<file path="config.mk">
export PLATFORM = sky130hd
export DESIGN_NAME = alu8_core
export DESIGN_NICKNAME = d
export VERILOG_FILES = /design/src/rtl/alu8_pkg.sv /design/src/rtl/alu8_arith.sv /design/src/rtl/alu8_logic.sv /design/src/rtl/alu8_shift.sv /design/src/rtl/alu8_core.sv
export SDC_FILE = /design/constraint.sdc
export NUM_CORES = 1
export LEC_CHECK = 0
export BUFFER_PORTS_ARGS = -buffer_cell sky130_fd_sc_hd__buf_2
export CORE_AREA = 2 2 56 58
export DETAILED_ROUTE_END_ITERATION = 12
export DIE_AREA = 0 0 58 60
export PLACE_DENSITY = 0.85
export SYNTH_ARGS = -nofsm -noshare
export SYNTH_HDL_FRONTEND = slang
export SYNTH_SLANG_ARGS = --single-unit
</file>
<file path="constraint.sdc">
create_clock -name vclk -period 6.55
set_input_delay 0.9825 -clock vclk [all_inputs]
set_output_delay 0.9825 -clock vclk [all_outputs]
set_load 0.03 [all_outputs]
</file>
<file path="src/rtl/alu8_pkg.sv">
// Package: shared types for the eight-bit ALU.
// Assumes: function codes are the 3-bit values listed in the brief.
package alu8_pkg;

    typedef enum logic [2:0] {
        FN_ZERO  = 3'd0,
        FN_BSUBA = 3'd1,
        FN_ASUBB = 3'd2,
        FN_ADD   = 3'd3,
        FN_XOR   = 3'd4,
        FN_OR    = 3'd5,
        FN_AND   = 3'd6,
        FN_ONES  = 3'd7
    } alu_func_e;

    typedef struct packed {
        logic sign;
        logic zero;
        logic ovf;
        logic carry;
        logic aux;
    } alu_flags_t;

    localparam logic [1:0] CARRY_MODE_USE = 2'b11;

endpackage

</file>
<file path="src/rtl/alu8_arith.sv">
// Module: shared ripple adder for add, add-with-carry and both subtractions.
// Assumes: the caller orders the operands (x is the minuend) and passes the
// effective carry or borrow in; for subtraction y is inverted here.
module alu8_arith #(
    parameter int WIDTH   = 8,
    parameter int AUX_BIT = 4
) (
    input  logic [WIDTH-1:0] x,
    input  logic [WIDTH-1:0] y,
    input  logic             is_sub,
    input  logic             cb_in,
    output logic [WIDTH-1:0] sum,
    output alu8_pkg::alu_flags_t flags
);
    logic [WIDTH-1:0] y_eff;
    logic [WIDTH:0]   chain;

    // Operand conditioning: subtraction adds the inverted subtrahend plus one minus borrow.
    always_comb begin
        y_eff    = is_sub ? ~y : y;
        chain[0] = is_sub ? ~cb_in : cb_in;
    end

    // One full adder per bit.
    for (genvar i = 0; i < WIDTH; i++) begin : g_bit
        always_comb begin
            sum[i]      = x[i] ^ y_eff[i] ^ chain[i];
            chain[i+1]  = (x[i] & y_eff[i]) | (chain[i] & (x[i] ^ y_eff[i]));
        end
    end

    // Flag derivation: borrow is the inverse of carry for subtraction.
    always_comb begin
        flags.sign  = sum[WIDTH-1];
        flags.zero  = (sum == '0);
        flags.ovf   = chain[WIDTH] ^ chain[WIDTH-1];
        flags.carry = chain[WIDTH] ^ is_sub;
        flags.aux   = chain[AUX_BIT] ^ is_sub;
    end

endmodule

</file>
<file path="src/rtl/alu8_logic.sv">
// Module: bitwise functions and the two constants.
// Assumes: only codes 0, 4, 5, 6 and 7 are routed here; other codes give 0.
module alu8_logic #(
    parameter int WIDTH = 8
) (
    input  logic [WIDTH-1:0] a,
    input  logic [WIDTH-1:0] b,
    input  logic [2:0]       func,
    output logic [WIDTH-1:0] res,
    output alu8_pkg::alu_flags_t flags
);
    import alu8_pkg::*;

    // Function decode for the non-arithmetic codes.
    always_comb begin
        unique case (alu_func_e'(func))
            FN_XOR:  res = a ^ b;
            FN_OR:   res = a | b;
            FN_AND:  res = a & b;
            FN_ONES: res = '1;
            default: res = '0;
        endcase
    end

    // Flags: only sign and zero carry information here.
    always_comb begin
        flags.sign  = res[WIDTH-1];
        flags.zero  = (res == '0);
        flags.ovf   = 1'b0;
        flags.carry = 1'b0;
        flags.aux   = 1'b0;
    end

endmodule

</file>
<file path="src/rtl/alu8_shift.sv">
// Module: one-bit logical shift of operand A in either direction.
// Assumes: a zero enters the vacated bit; the bit leaving goes to carry.
module alu8_shift #(
    parameter int WIDTH = 8
) (
    input  logic [WIDTH-1:0] a,
    input  logic             to_right,
    output logic [WIDTH-1:0] res,
    output alu8_pkg::alu_flags_t flags
);
    logic out_bit;

    // Shift datapath and the bit it drops.
    always_comb begin
        if (to_right) begin
            res     = {1'b0, a[WIDTH-1:1]};
            out_bit = a[0];
        end else begin
            res     = {a[WIDTH-2:0], 1'b0};
            out_bit = a[WIDTH-1];
        end
    end

    // Flags for a shift.
    always_comb begin
        flags.sign  = res[WIDTH-1];
        flags.zero  = (res == '0);
        flags.ovf   = 1'b0;
        flags.carry = out_bit;
        flags.aux   = 1'b0;
    end

endmodule

</file>
<file path="src/rtl/alu8_core.sv">
// Module: top of the eight-bit ALU. Steers operands into the shared adder,
// selects among adder, logic unit and shifter, and produces the flag write
// enable and the compare discard.
// Assumes: fully combinational; the flag register lives outside.
module alu8_core #(
    parameter int WIDTH   = 8,
    parameter int AUX_BIT = 4
) (
    input  logic [WIDTH-1:0] opnd_a,
    input  logic [WIDTH-1:0] opnd_b,
    input  logic [2:0]       func_sel,
    input  logic [1:0]       carry_mode,
    input  logic             shift_en,
    input  logic             shift_right,
    input  logic             carry_in,
    input  logic             cmp_req,
    output logic [WIDTH-1:0] result,
    output logic             flag_sign,
    output logic             flag_zero,
    output logic             flag_ovf,
    output logic             flag_carry,
    output logic             flag_aux,
    output logic             flag_we,
    output logic             result_discard
);
    import alu8_pkg::*;

    alu_func_e        fn;
    logic             is_arith;
    logic             is_const;
    logic             ar_sub;
    logic             ar_cb;
    logic [WIDTH-1:0] ar_x;
    logic [WIDTH-1:0] ar_y;
    logic [WIDTH-1:0] ar_res;
    logic [WIDTH-1:0] lg_res;
    logic [WIDTH-1:0] sh_res;
    alu_flags_t       ar_flags;
    alu_flags_t       lg_flags;
    alu_flags_t       sh_flags;
    alu_flags_t       sel_flags;

    // Decode of the function code into unit selects.
    always_comb begin
        fn       = alu_func_e'(func_sel);
        is_arith = (fn == FN_BSUBA) || (fn == FN_ASUBB) || (fn == FN_ADD);
        is_const = (fn == FN_ZERO) || (fn == FN_ONES);
    end

    // Operand ordering and carry folding for the shared adder.
    always_comb begin
        ar_sub = (fn == FN_BSUBA) || (fn == FN_ASUBB);
        ar_x   = (fn == FN_BSUBA) ? opnd_b : opnd_a;
        ar_y   = (fn == FN_BSUBA) ? opnd_a : opnd_b;
        ar_cb  = (carry_mode == CARRY_MODE_USE) &&
                 ((fn == FN_ADD) || (fn == FN_ASUBB)) && carry_in;
    end

    alu8_arith #(.WIDTH(WIDTH), .AUX_BIT(AUX_BIT)) u_arith (
        .x      (ar_x),
        .y      (ar_y),
        .is_sub (ar_sub),
        .cb_in  (ar_cb),
        .sum    (ar_res),
        .flags  (ar_flags)
    );

    alu8_logic #(.WIDTH(WIDTH)) u_logic (
        .a     (opnd_a),
        .b     (opnd_b),
        .func  (func_sel),
        .res   (lg_res),
        .flags (lg_flags)
    );

    alu8_shift #(.WIDTH(WIDTH)) u_shift (
        .a        (opnd_a),
        .to_right (shift_right),
        .res      (sh_res),
        .flags    (sh_flags)
    );

    // Output selection: shift overrides the function code.
    always_comb begin
        if (shift_en) begin
            result    = sh_res;
            sel_flags = sh_flags;
        end else if (is_arith) begin
            result    = ar_res;
            sel_flags = ar_flags;
        end else begin
            result    = lg_res;
            sel_flags = lg_flags;
        end
        flag_sign      = sel_flags.sign;
        flag_zero      = sel_flags.zero;
        flag_ovf       = sel_flags.ovf;
        flag_carry     = sel_flags.carry;
        flag_aux       = sel_flags.aux;
        flag_we        = shift_en || !is_const;
        result_discard = cmp_req;
    end

    // Output checks guarding the selection above.
    always_comb begin
        AST_LOGIC_FLAGS_CLR: assert (shift_en || is_arith ||
                                     (!flag_carry && !flag_ovf && !flag_aux))
            else $error("logic/constant left arithmetic flags set");
        AST_SIGN_FOLLOWS: assert (flag_sign == result[WIDTH-1])
            else $error("sign flag disagrees with result");
        AST_ZERO_FOLLOWS: assert (flag_zero == (result == '0))
            else $error("zero flag disagrees with result");
        AST_SHIFT_CARRY: assert (!shift_en ||
                                 (flag_carry == (shift_right ? opnd_a[0] : opnd_a[WIDTH-1])
                                  && !flag_ovf && !flag_aux))
            else $error("shift carry wrong");
        AST_SHIFT_FILL: assert (!shift_en ||
                                (shift_right ? !result[WIDTH-1] : !result[0]))
            else $error("shift fill bit not zero");
        AST_CONST_NO_WE: assert (shift_en || !is_const ||
                                 (!flag_we && ((result == '0) || (result == '1))))
            else $error("constant wrote flags or bad value");
    end

endmodule

</file>
==> summary.md <==
| Metric | Value |
|---|---|
| Comb power frac | `100.0%` |
| Register area | `0 um^2` |
| Final hold violation count | `0` |
| Synth area leaders | `ha_1, fa_1, inv_1` |
| Initial antenna violation count | `0` |
| Worst hold slack | `1.97 ns` |
| Gr ovfl total | `0` |
| Psw | `91.3 uW` |
| Chip height | `60 um` |
| Pint | `61.9 uW` |
| Dpl ws | `0.113 ns` |
| Core area | `2900 um^2` |
| Worst Path Max Fanout | `4` |
| Largest net degree at the start of global routing | `19` |
| Worst min path class | `input port to output port` |
| Global-route wire length before repair | `6.77 mm` |
| Worst relative slew slack | `around 73%` |
| Drt wl/cell | `16.2 um` |
| Antenna Nets Post-Route | `0` |
| Max VDD drop | `51.8 uV` |
| Antenna diodes | `0` |
| Status | `finished, final reports clean` |
| Vias in the first global route | `approximately 1500` |
| Max Freq | `approximately 160 MHz` |
| DR pass1 iterations | `5` |
| Share of layout cells above drive strength 1 | `33.3%` |
| Final core occ | `55.3%` |
| Pwr Density | `between 90 and 100 nW/um^2` |
| Die width | `58 um` |
| CP Capture Type | `output port` |
| Max Transition Viols Final | `0` |
| Seq cells | `0` |
| Syn-to-layout area delta | `18.2%` |
| IO buf count | `38` |
| GR met3 Demand/Resource | `0.649%` |
| Setup bufs post-CTS | `0` |
| M2 GR Usage | `45.1%` |
| Post-route minimum period | `~6.3 ns` |
| Critical Path RT | `5.57 ns` |
| Maxcap violations | `0` |
| Post-synth top cells | `inv_1, ha_1, nand2_1` |
| Row cnt | `20` |
| Post-cts sizing count | `0` |
| Syn Area/Cell | `around 7.6 um^2` |
| Clock buffers | `0` |
| Clock Power Share | `0%` |
| Sequential-to-total area share from yosys stat | `0%` |
| DRT iter0 DRCs | `89` |
| Crit Path Category | `input port to output port` |
| Crit path launch type | `input port` |
| Slew @ Worst Pin | `0.396 ns` |
| I/O pins | `40` |
| Die area | `3480 um^2` |
| Starting density of the core | `46.8%` |
| Layout Nets | `264` |
| Tcrit/Tclk final | `96.1%` |
| Total number of vias | `1528` |
| Area leader, netlist | `ha_1` |
| Vias per inst | `about 6.2` |
| GR peak layer | `met2` |
| Synth cell types | `41` |
| Leak Pwr | `about 0.77 nW` |
| Final total power | `153 uW` |
| Switching Share | `between 50% and 60%` |
| Sequential share of power | `0%` |
| Cell count after synthesis | `179` |
| Setup Viol. Count Final | `0` |
| Routed WL | `3.98 mm` |
| Mapped cell area | `1360 um^2` |
| HP Start | `cmp_req` |
| DRC | `0` |
| Final WS setup | `approximately 0.26 ns` |
| Yosys warning total | `0` |
| Post-detail-place hpwl | `just over 3 mm` |
| Count leader, synth | `inv_1` |
| Share of the synthesized area in the top cell type | `14.7%` |
| Gr usage total | `24.3%` |
| Cts hold-fix bufs | `0` |
| Routability Congestion | `between 0.9 and 1` |
| Synthesized Nets | `228` |
| WP data arrival | `5.31 ns` |
| CP Launch Point | `func_sel[1]` |
| Met1 usage | `32.5%` |
==> worst max-delay path: stages <==
cell and delay [ns]:
buf_2 0.12, nand2b_1 0.17, nor2_2 0.16, mux2i_1 0.24, fa_2 0.21, inv_1 0.06
fa_2 0.39, fa_2 0.41, fa_2 0.43, inv_1 0.10, fa_1 0.18, inv_1 0.06
fa_1 0.43, inv_1 0.08, fa_2 0.22, fa_1 0.44, nand4b_1 0.12, nor4_1 0.06
a31oi_1 0.18, o31ai_2 0.10, buf_4 0.18
==> layer usage <==
layer | wire (um) | vias to the layer above
met4 | 48 | 0
li1 | - | 711
met1 | 1630 | 719
met3 | 386 | 6
met5 | 0 | -
met2 | 1920 | 92
==> power by group through the flow <==
stage          combinational (mW)  sequential [mW]  clock, mW
3_3_place_gp                0.144                0          0
3_5_place_dp                0.147                0          0
5_1_grt                     0.169                0          0
4_1_cts                     0.148                0          0
2_1_floorplan               0.107                0          0
6_report                    0.153                0          0
==> cell type report <==
| cell class | count | area [um^2] |
|---|---|---|
| inverter | 29 | 109 |
| tap | 33 | 41.3 |
| fill | 279 | 1300 |
| multi-input combinational | 135 | 1180 |
| timing repair buffer | 49 | 275 |
==> logic make-up after synthesis <==
group / share of synthesized area, %
compound gates: 32.9
buf+inv: 14.8
simple gates: 13.6
fa+ha+maj: 26.5
mux: 10.9
xor+xnor: 1.29
==> final timing paths <==
check	end	cells past startpoint	slack, ns
max	flag_zero	21	0.26
min	result_discard	0	1.97
==> through the flow <==
stage	area, um^2	cells	setup TNS, ns
2_1_floorplan	1360	179	0
3_3_place_gp	1580	246	0
3_5_place_dp	1580	246	0
4_1_cts	1580	246	0
5_1_grt	1610	246	-0.0240
6_report	1610	246	0
==> placed cells by master (no fill, tap or decap), types with 2 or more instances in the layout <==
cell       n
nand3_1    4
fa_2       5
o221ai_1   6
inv_1     28
a21oi_1    2
nand2b_1   2
mux2_2     5
o22ai_1    7
o211a_1    4
buf_2     37
mux2_4     2
ha_1      16
nor2_1     3
o21a_1     4
nor2b_1    2
a22oi_1    8
mux2i_1    5
buf_4     12
xnor2_1    2
o21ai_0   11
fa_1       3
nor3_1     5
o221ai_2   2
a31oi_1    5
nand2_1   15
(Power assumes the default switching activity.)
